### src/rtl/bce_pkg.sv
package bce_pkg;
  typedef enum logic [1:0] {
    OP_FLAG = 2'd0,
    OP_CNTZ = 2'd1,
    OP_LOOP = 2'd2,
    OP_RSVD = 2'd3
  } bce_op_e;

  typedef struct packed {
    logic cf;
    logic zf;
    logic sf;
    logic of;
    logic pf;
  } bce_flags_t;
endpackage

### src/rtl/bce_flag_eval.sv
module bce_flag_eval
  import bce_pkg::*;
(
  input  logic [3:0] cond_i,
  input  bce_flags_t flags_i,
  output logic       taken_o
);
  logic base;
  logic lt;

  assign lt = flags_i.sf ^ flags_i.of;

  // upper three bits pick the test, bit 0 inverts it
  always_comb begin
    unique case (cond_i[3:1])
      3'd0: base = flags_i.of;
      3'd1: base = flags_i.cf;
      3'd2: base = flags_i.zf;
      3'd3: base = flags_i.cf | flags_i.zf;
      3'd4: base = flags_i.sf;
      3'd5: base = flags_i.pf;
      3'd6: base = lt;
      default: base = flags_i.zf | lt;
    endcase
  end

  assign taken_o = base ^ cond_i[0];
endmodule

### src/rtl/bce_count_unit.sv
module bce_count_unit #(
  parameter int CNT_W    = 32,
  parameter int NARROW_W = 16
) (
  input  logic             wide_i,
  input  logic [CNT_W-1:0] count_i,
  output logic [CNT_W-1:0] dec_o,
  output logic             cur_zero_o,
  output logic             dec_zero_o
);
  logic [CNT_W-1:0]    dec_full;
  logic [NARROW_W-1:0] dec_lo;
  logic [CNT_W-1:0]    dec_narrow;

  assign dec_full = count_i - 1'b1;
  assign dec_lo   = count_i[NARROW_W-1:0] - 1'b1;

  generate
    if (NARROW_W < CNT_W) begin : g_split
      assign dec_narrow = {count_i[CNT_W-1:NARROW_W], dec_lo};
    end else begin : g_same
      assign dec_narrow = dec_lo;
    end
  endgenerate

  assign dec_o      = wide_i ? dec_full : dec_narrow;
  assign cur_zero_o = wide_i ? (count_i == '0) : (count_i[NARROW_W-1:0] == '0);
  assign dec_zero_o = wide_i ? (dec_full == '0) : (dec_lo == '0);
endmodule

### src/rtl/branch_cond_eval.sv
module branch_cond_eval
  import bce_pkg::*;
#(
  parameter int CNT_W    = 32,
  parameter int NARROW_W = 16
) (
  input  logic [1:0]       op_i,
  input  logic [3:0]       cond_i,
  input  logic             cf_i,
  input  logic             zf_i,
  input  logic             sf_i,
  input  logic             of_i,
  input  logic             pf_i,
  input  logic             wide_i,
  input  logic [CNT_W-1:0] count_i,
  output logic             taken_o,
  output logic [CNT_W-1:0] count_o
);
  bce_flags_t       flags;
  bce_op_e          op;
  logic             flag_taken;
  logic [CNT_W-1:0] cnt_dec;
  logic             cnt_zero;
  logic             dec_zero;

  assign flags = '{cf: cf_i, zf: zf_i, sf: sf_i, of: of_i, pf: pf_i};
  assign op    = bce_op_e'(op_i);

  bce_flag_eval u_flag (
    .cond_i (cond_i),
    .flags_i(flags),
    .taken_o(flag_taken)
  );

  bce_count_unit #(.CNT_W(CNT_W), .NARROW_W(NARROW_W)) u_cnt (
    .wide_i    (wide_i),
    .count_i   (count_i),
    .dec_o     (cnt_dec),
    .cur_zero_o(cnt_zero),
    .dec_zero_o(dec_zero)
  );

  always_comb begin
    taken_o = 1'b0;
    count_o = count_i;
    unique case (op)
      OP_FLAG: taken_o = flag_taken;
      OP_CNTZ: taken_o = cnt_zero;
      OP_LOOP: begin
        taken_o = ~dec_zero;
        count_o = cnt_dec;
      end
      default: taken_o = 1'b0;
    endcase
  end
endmodule

### config.mk
export PLATFORM = sky130hd
export DESIGN_NAME = branch_cond_eval
export DESIGN_NICKNAME = d
export VERILOG_FILES = /design/src/rtl/bce_pkg.sv /design/src/rtl/bce_flag_eval.sv /design/src/rtl/bce_count_unit.sv /design/src/rtl/branch_cond_eval.sv
export SDC_FILE = /design/constraint.sdc
export NUM_CORES = 1
export LEC_CHECK = 0
export CAP_MARGIN = 0
export CORE_MARGIN = 4
export CORE_UTILIZATION = 35
export DETAILED_ROUTE_END_ITERATION = 7
export PLACE_DENSITY = 0.79
export SYNTH_ARGS = -nofsm -noshare
export SYNTH_HDL_FRONTEND = slang
export SYNTH_HIERARCHICAL = 1
export SYNTH_SLANG_ARGS = --single-unit
### constraint.sdc
create_clock -name vclk -period 3.2
set_clock_uncertainty 0.15 [all_clocks]
set_input_delay 0.48 -clock vclk [all_inputs]
set_output_delay 0.48 -clock vclk [all_outputs]
set_load 0.03 [all_outputs]
==> reports/qor.txt, run 1 <==
status -> complete, but fails checks
failing checks -> negative setup slack
Req. time, crit path -> 2.57 ns
Clock power frac -> 0%
share of cells above drive strength 1 -> 56.3%
Post-Syn Instances -> 186
Yosys cell types -> 42
Max Slew Vio Count -> 0
Reg power frac -> 0%
vias post-DR -> 2169
DR DRC count -> 0
CP Class -> input pin to output pin
Routed Antenna Nets -> 0
vias in the first global route -> 2047
# fillers -> 282
first-pass GRT wire length -> 9.46 mm
setup violators final -> 9
Seq Cell Count -> 0
# nets final -> 382
WL per Instance -> 18.2 um
Power per Cell Area -> 137 mW/mm2
worst setup margin -> -0.357 ns
commonest non-fill, non-tap cell in the layout -> buf_4
Synth Cell Area -> 0.00156 mm2
Detailed Route WL -> 7.00 mm
RSZ-0062 raised after global routing -> yes
total of max-cap violations -> 0
DR vias/cell -> 5.65
arrival time of the worst setup path -> 2.93 ns
endpoint class of the critical path -> output pin
Die Wd -> 74.7 um
Hold Buf Count CTS -> 0
fin area -> 0.00313 mm2
Ports -> 77
storage element area -> 0 um2
critical path fanouts, max -> 4
clock buffers -> 0
Peak VDD IR -> 78.9 uV
Slew headroom -> 74.2%
Fin. Hold Viols -> 0
worst slew pin tran -> 0.383 ns
routability cong. -> 0.858
Syn Nets -> 232
Ys Warns -> 6
diode count -> 0
Leak -> 1.44 nW
cell internal pwr -> 0.220 mW
worst hold-check path type -> input pin to output pin
post-synthesis area per instance -> 8.36 um2
combinational power share -> 100.0%
total grt overflow -> 0
Fmax -> 281 MHz
setup_tns -> -2.28 ns
DP Cell Count -> 373
# rows -> 23
P_sw -> 0.210 mW
largest net degree at the start of global routing -> 27
final core utilization -> 75.4%
most frequent cells in the layout -> buf_4, mux2_4, clkdlybuf4s50_1
I/O Buffers -> 77
core area -> 0.00414 mm2
Post-DP Area -> 0.00280 mm2
post-route clock period utilization -> 111%
initial antenna violation count -> 0
Starting Density -> 37.5%
Seq/Total Area, Yosys -> 0%
first drt pass iteration count -> 4
DR iter-0 viols -> 117
Worst setup SP type -> input pin
Tot GR Track Use -> 21.1%
Layout area overhead -> 101%
HPWL after DPL -> 4.50 mm
die area -> 0.00557 mm2
post-layout minimum cycle time -> 3.56 ns
Die Height -> 74.7 um
fin cells -> 384
multi-input gate area in the final layout -> 0.00166 mm2
sw frac -> 48.8%
WHS -> 1.28 ns
## cell type report
cell class	instances	area share (%)
inverter	7	0.841
timing repair buffer	157	44.1
tap	50	2.00
multi-input combinational	170	53.1
## final timing paths
kind	start	endpoint	slack (ns)	cells past startpoint
setup / recovery	count_i[9]	taken_o	-0.36	11
hold / removal	count_i[10]	count_o[10]	1.28	4
## repair_timing
item	4_1_cts	5_1_grt
buffers inserted	7	4
resized for setup	89	41
pin swaps	16	16
gates cloned	0	0
endpoints found under the setup margin	21	22
## critical path: stages
cell	delay, ns
buf_6	0.09
or4_4	0.55
or4_4	0.47
buf_6	0.14
nand4b_1	0.21
a21oi_2	0.19
a41oi_2	0.15
nor4_2	0.31
inv_1	0.08
o2bb2ai_2	0.13
buf_6	0.14
## per-stage QoR
stage / setup slack [ns] / total power, mW
final: -0.357 / 0.429
after detailed placement: -1.09 / 0.400
after floorplan: -0.220 / 0.200
after CTS: -0.376 / 0.406
after global placement: -1.02 / 0.394
after global routing: -0.491 / 0.450
## cell usage after synthesis, types with 4 or more instances
cell      instances  share of area (%)
nand2_1          12                2.9
nor2_1           17                4.1
mux2_4           29                 28
inv_1             7                1.7
nor4_1           10                4.0
nor3_1           11                3.5
or3_1            10                4.0
xor2_1           22                 12
xnor2_1           8                4.5
nand4b_1          4                2.3
## power groups by stage
stage / Clock, mW / Combinational (mW) / Sequential (mW)
2_1_floorplan: 0 / 0.200 / 0
3_3_place_gp: 0 / 0.394 / 0
3_5_place_dp: 0 / 0.400 / 0
4_1_cts: 0 / 0.406 / 0
5_1_grt: 0 / 0.450 / 0
6_report: 0 / 0.429 / 0
## routing by layer
layer | wire length [um] | track usage [%] | share of wire [%] | vias to the layer above
met5 | 0 | 0 | 0 | -
met4 | 218 | 4.35 | 3.1 | 0
met3 | 512 | 1.87 | 7.3 | 22
met2 | 3570 | 40.5 | 51 | 107
met1 | 2690 | 25.4 | 38 | 1049
li1 | - | - | - | 991
## cell families (layout without fill, tap and decap cells)
| group | after synthesis | after routing | synth area share, % |
|---|---|---|---|
| AO/OA/AOI/OAI | 19 | 19 | 9.01 |
| AND/OR/NAND/NOR | 85 | 85 | 32.5 |
| buffers and inverters | 16 | 164 | 8.53 |
| XOR/XNOR | 30 | 30 | 16.9 |
| adder cells (fa/ha/maj) | 2 | 2 | 1.61 |
| multiplexers | 34 | 34 | 31.5 |
Note: power is estimated with default switching activity, not from simulation.
==> run 2, diff against run 1 <==
- CORE_MARGIN: 4 -> unset
==> reports/qor.txt, run 2 (synthesis results as in run 1) <==
status -> complete, but fails checks
failing checks -> negative setup slack
worst slew pin tran -> 0.478 ns
critical path fanouts, max -> 5
total grt overflow -> 0
Detailed Route WL -> 6.66 mm
clock buffers -> 0
routability cong. -> 0.875
Tot GR Track Use -> 24.1%
WHS -> 1.35 ns
WL per Instance -> 17.3 um
Req. time, crit path -> 2.57 ns
setup violators final -> 17
worst setup margin -> -0.466 ns
first-pass GRT wire length -> 8.78 mm
# nets final -> 384
Fin. Hold Viols -> 0
multi-input gate area in the final layout -> 0.00166 mm2
total of max-cap violations -> 0
core area -> 0.00414 mm2
Routed Antenna Nets -> 0
die area -> 0.00471 mm2
Leak -> 1.47 nW
Peak VDD IR -> 76.6 uV
HPWL after DPL -> 4.17 mm
DR iter-0 viols -> 105
worst hold-check path type -> input pin to output pin
final core utilization -> 76.3%
Ports -> 77
Fmax -> 273 MHz
# rows -> 23
vias in the first global route -> 2002
DR vias/cell -> 5.52
first drt pass iteration count -> 4
Die Wd -> 68.7 um
Max Slew Vio Count -> 0
DP Cell Count -> 374
Layout area overhead -> 103%
share of cells above drive strength 1 -> 56.3%
CP Class -> input pin to output pin
Power per Cell Area -> 137 mW/mm2
commonest non-fill, non-tap cell in the layout -> buf_4
RSZ-0062 raised after global routing -> yes
Starting Density -> 37.5%
fin cells -> 386
vias post-DR -> 2132
most frequent cells in the layout -> buf_4, clkdlybuf4s50_1, mux2_4
DR DRC count -> 0
Hold Buf Count CTS -> 0
# fillers -> 271
Die Height -> 68.7 um
initial antenna violation count -> 0
endpoint class of the critical path -> output pin
post-layout minimum cycle time -> 3.67 ns
I/O Buffers -> 77
largest net degree at the start of global routing -> 18
storage element area -> 0 um2
Seq Cell Count -> 0
Worst setup SP type -> input pin
diode count -> 0
Slew headroom -> 67.8%
post-route clock period utilization -> 115%
arrival time of the worst setup path -> 3.04 ns
Final Power -> 0.433 mW
## run 2: cell count changes in the layout (fill, tap and decap cells not counted), sizes merged
cell           change
buf                +2
clkbuf             -1
clkdlybuf4s15      -2
clkdlybuf4s50      +4
dlygate4sd2        -4
dlymetal6s2s       +3
## run 2: report_power, final
| group | switching [mW] | internal [mW] |
|---|---|---|
| clock network | 0 | 0 |
| registers | 0 | 0 |
| logic | 0.209 | 0.224 |
## run 2: metal layers
| metal | GRT usage [%] | vias up | wire length (um) |
|---|---|---|---|
| li1 | - | 995 | - |
| met1 | 28.0 | 990 | 2600 |
| met2 | 46.7 | 118 | 3350 |
| met3 | 1.97 | 29 | 444 |
| met4 | 5.73 | 0 | 271 |
| met5 | 0 | - | 0 |
## run 2: cell type report
type | instances | share of cell area, %
inverter | 7 | 0.831
multi-input combinational | 170 | 52.5
tap | 50 | 1.98
timing repair buffer | 159 | 44.7
## run 2: final timing paths
path                  startpoint         end  depth (start not counted)
worst max-delay path  count_i[7]     taken_o                         12
worst min-delay path  count_i[8]  count_o[8]                          4
## run 2: critical path: stages
cell and delay, ns:
buf_6 0.09, or4_4 0.54, or4_4 0.43, buf_4 0.15
buf_4 0.15, nand4b_1 0.25, a21oi_2 0.19, a41oi_2 0.13
nor4_2 0.26, inv_1 0.09, o2bb2ai_2 0.13, buf_6 0.14
## run 2: through the flow
step | instance area, um2 | setup TNS (ns) | setup WS [ns]
2_1_floorplan | 1590 | -0.659 | -0.220
3_3_place_gp | 2800 | -10.68 | -0.980
3_5_place_dp | 2800 | -11.18 | -1.02
4_1_cts | 3040 | -3.60 | -0.454
5_1_grt | 3160 | -4.84 | -0.523
6_report | 3160 | -3.90 | -0.466
## run 2: repair_timing
action                                  4_1_cts  5_1_grt
setup buffers                                 8        4
endpoints found under the setup margin       21       21
pin swaps                                    19       10
gates resized for setup                      96       31
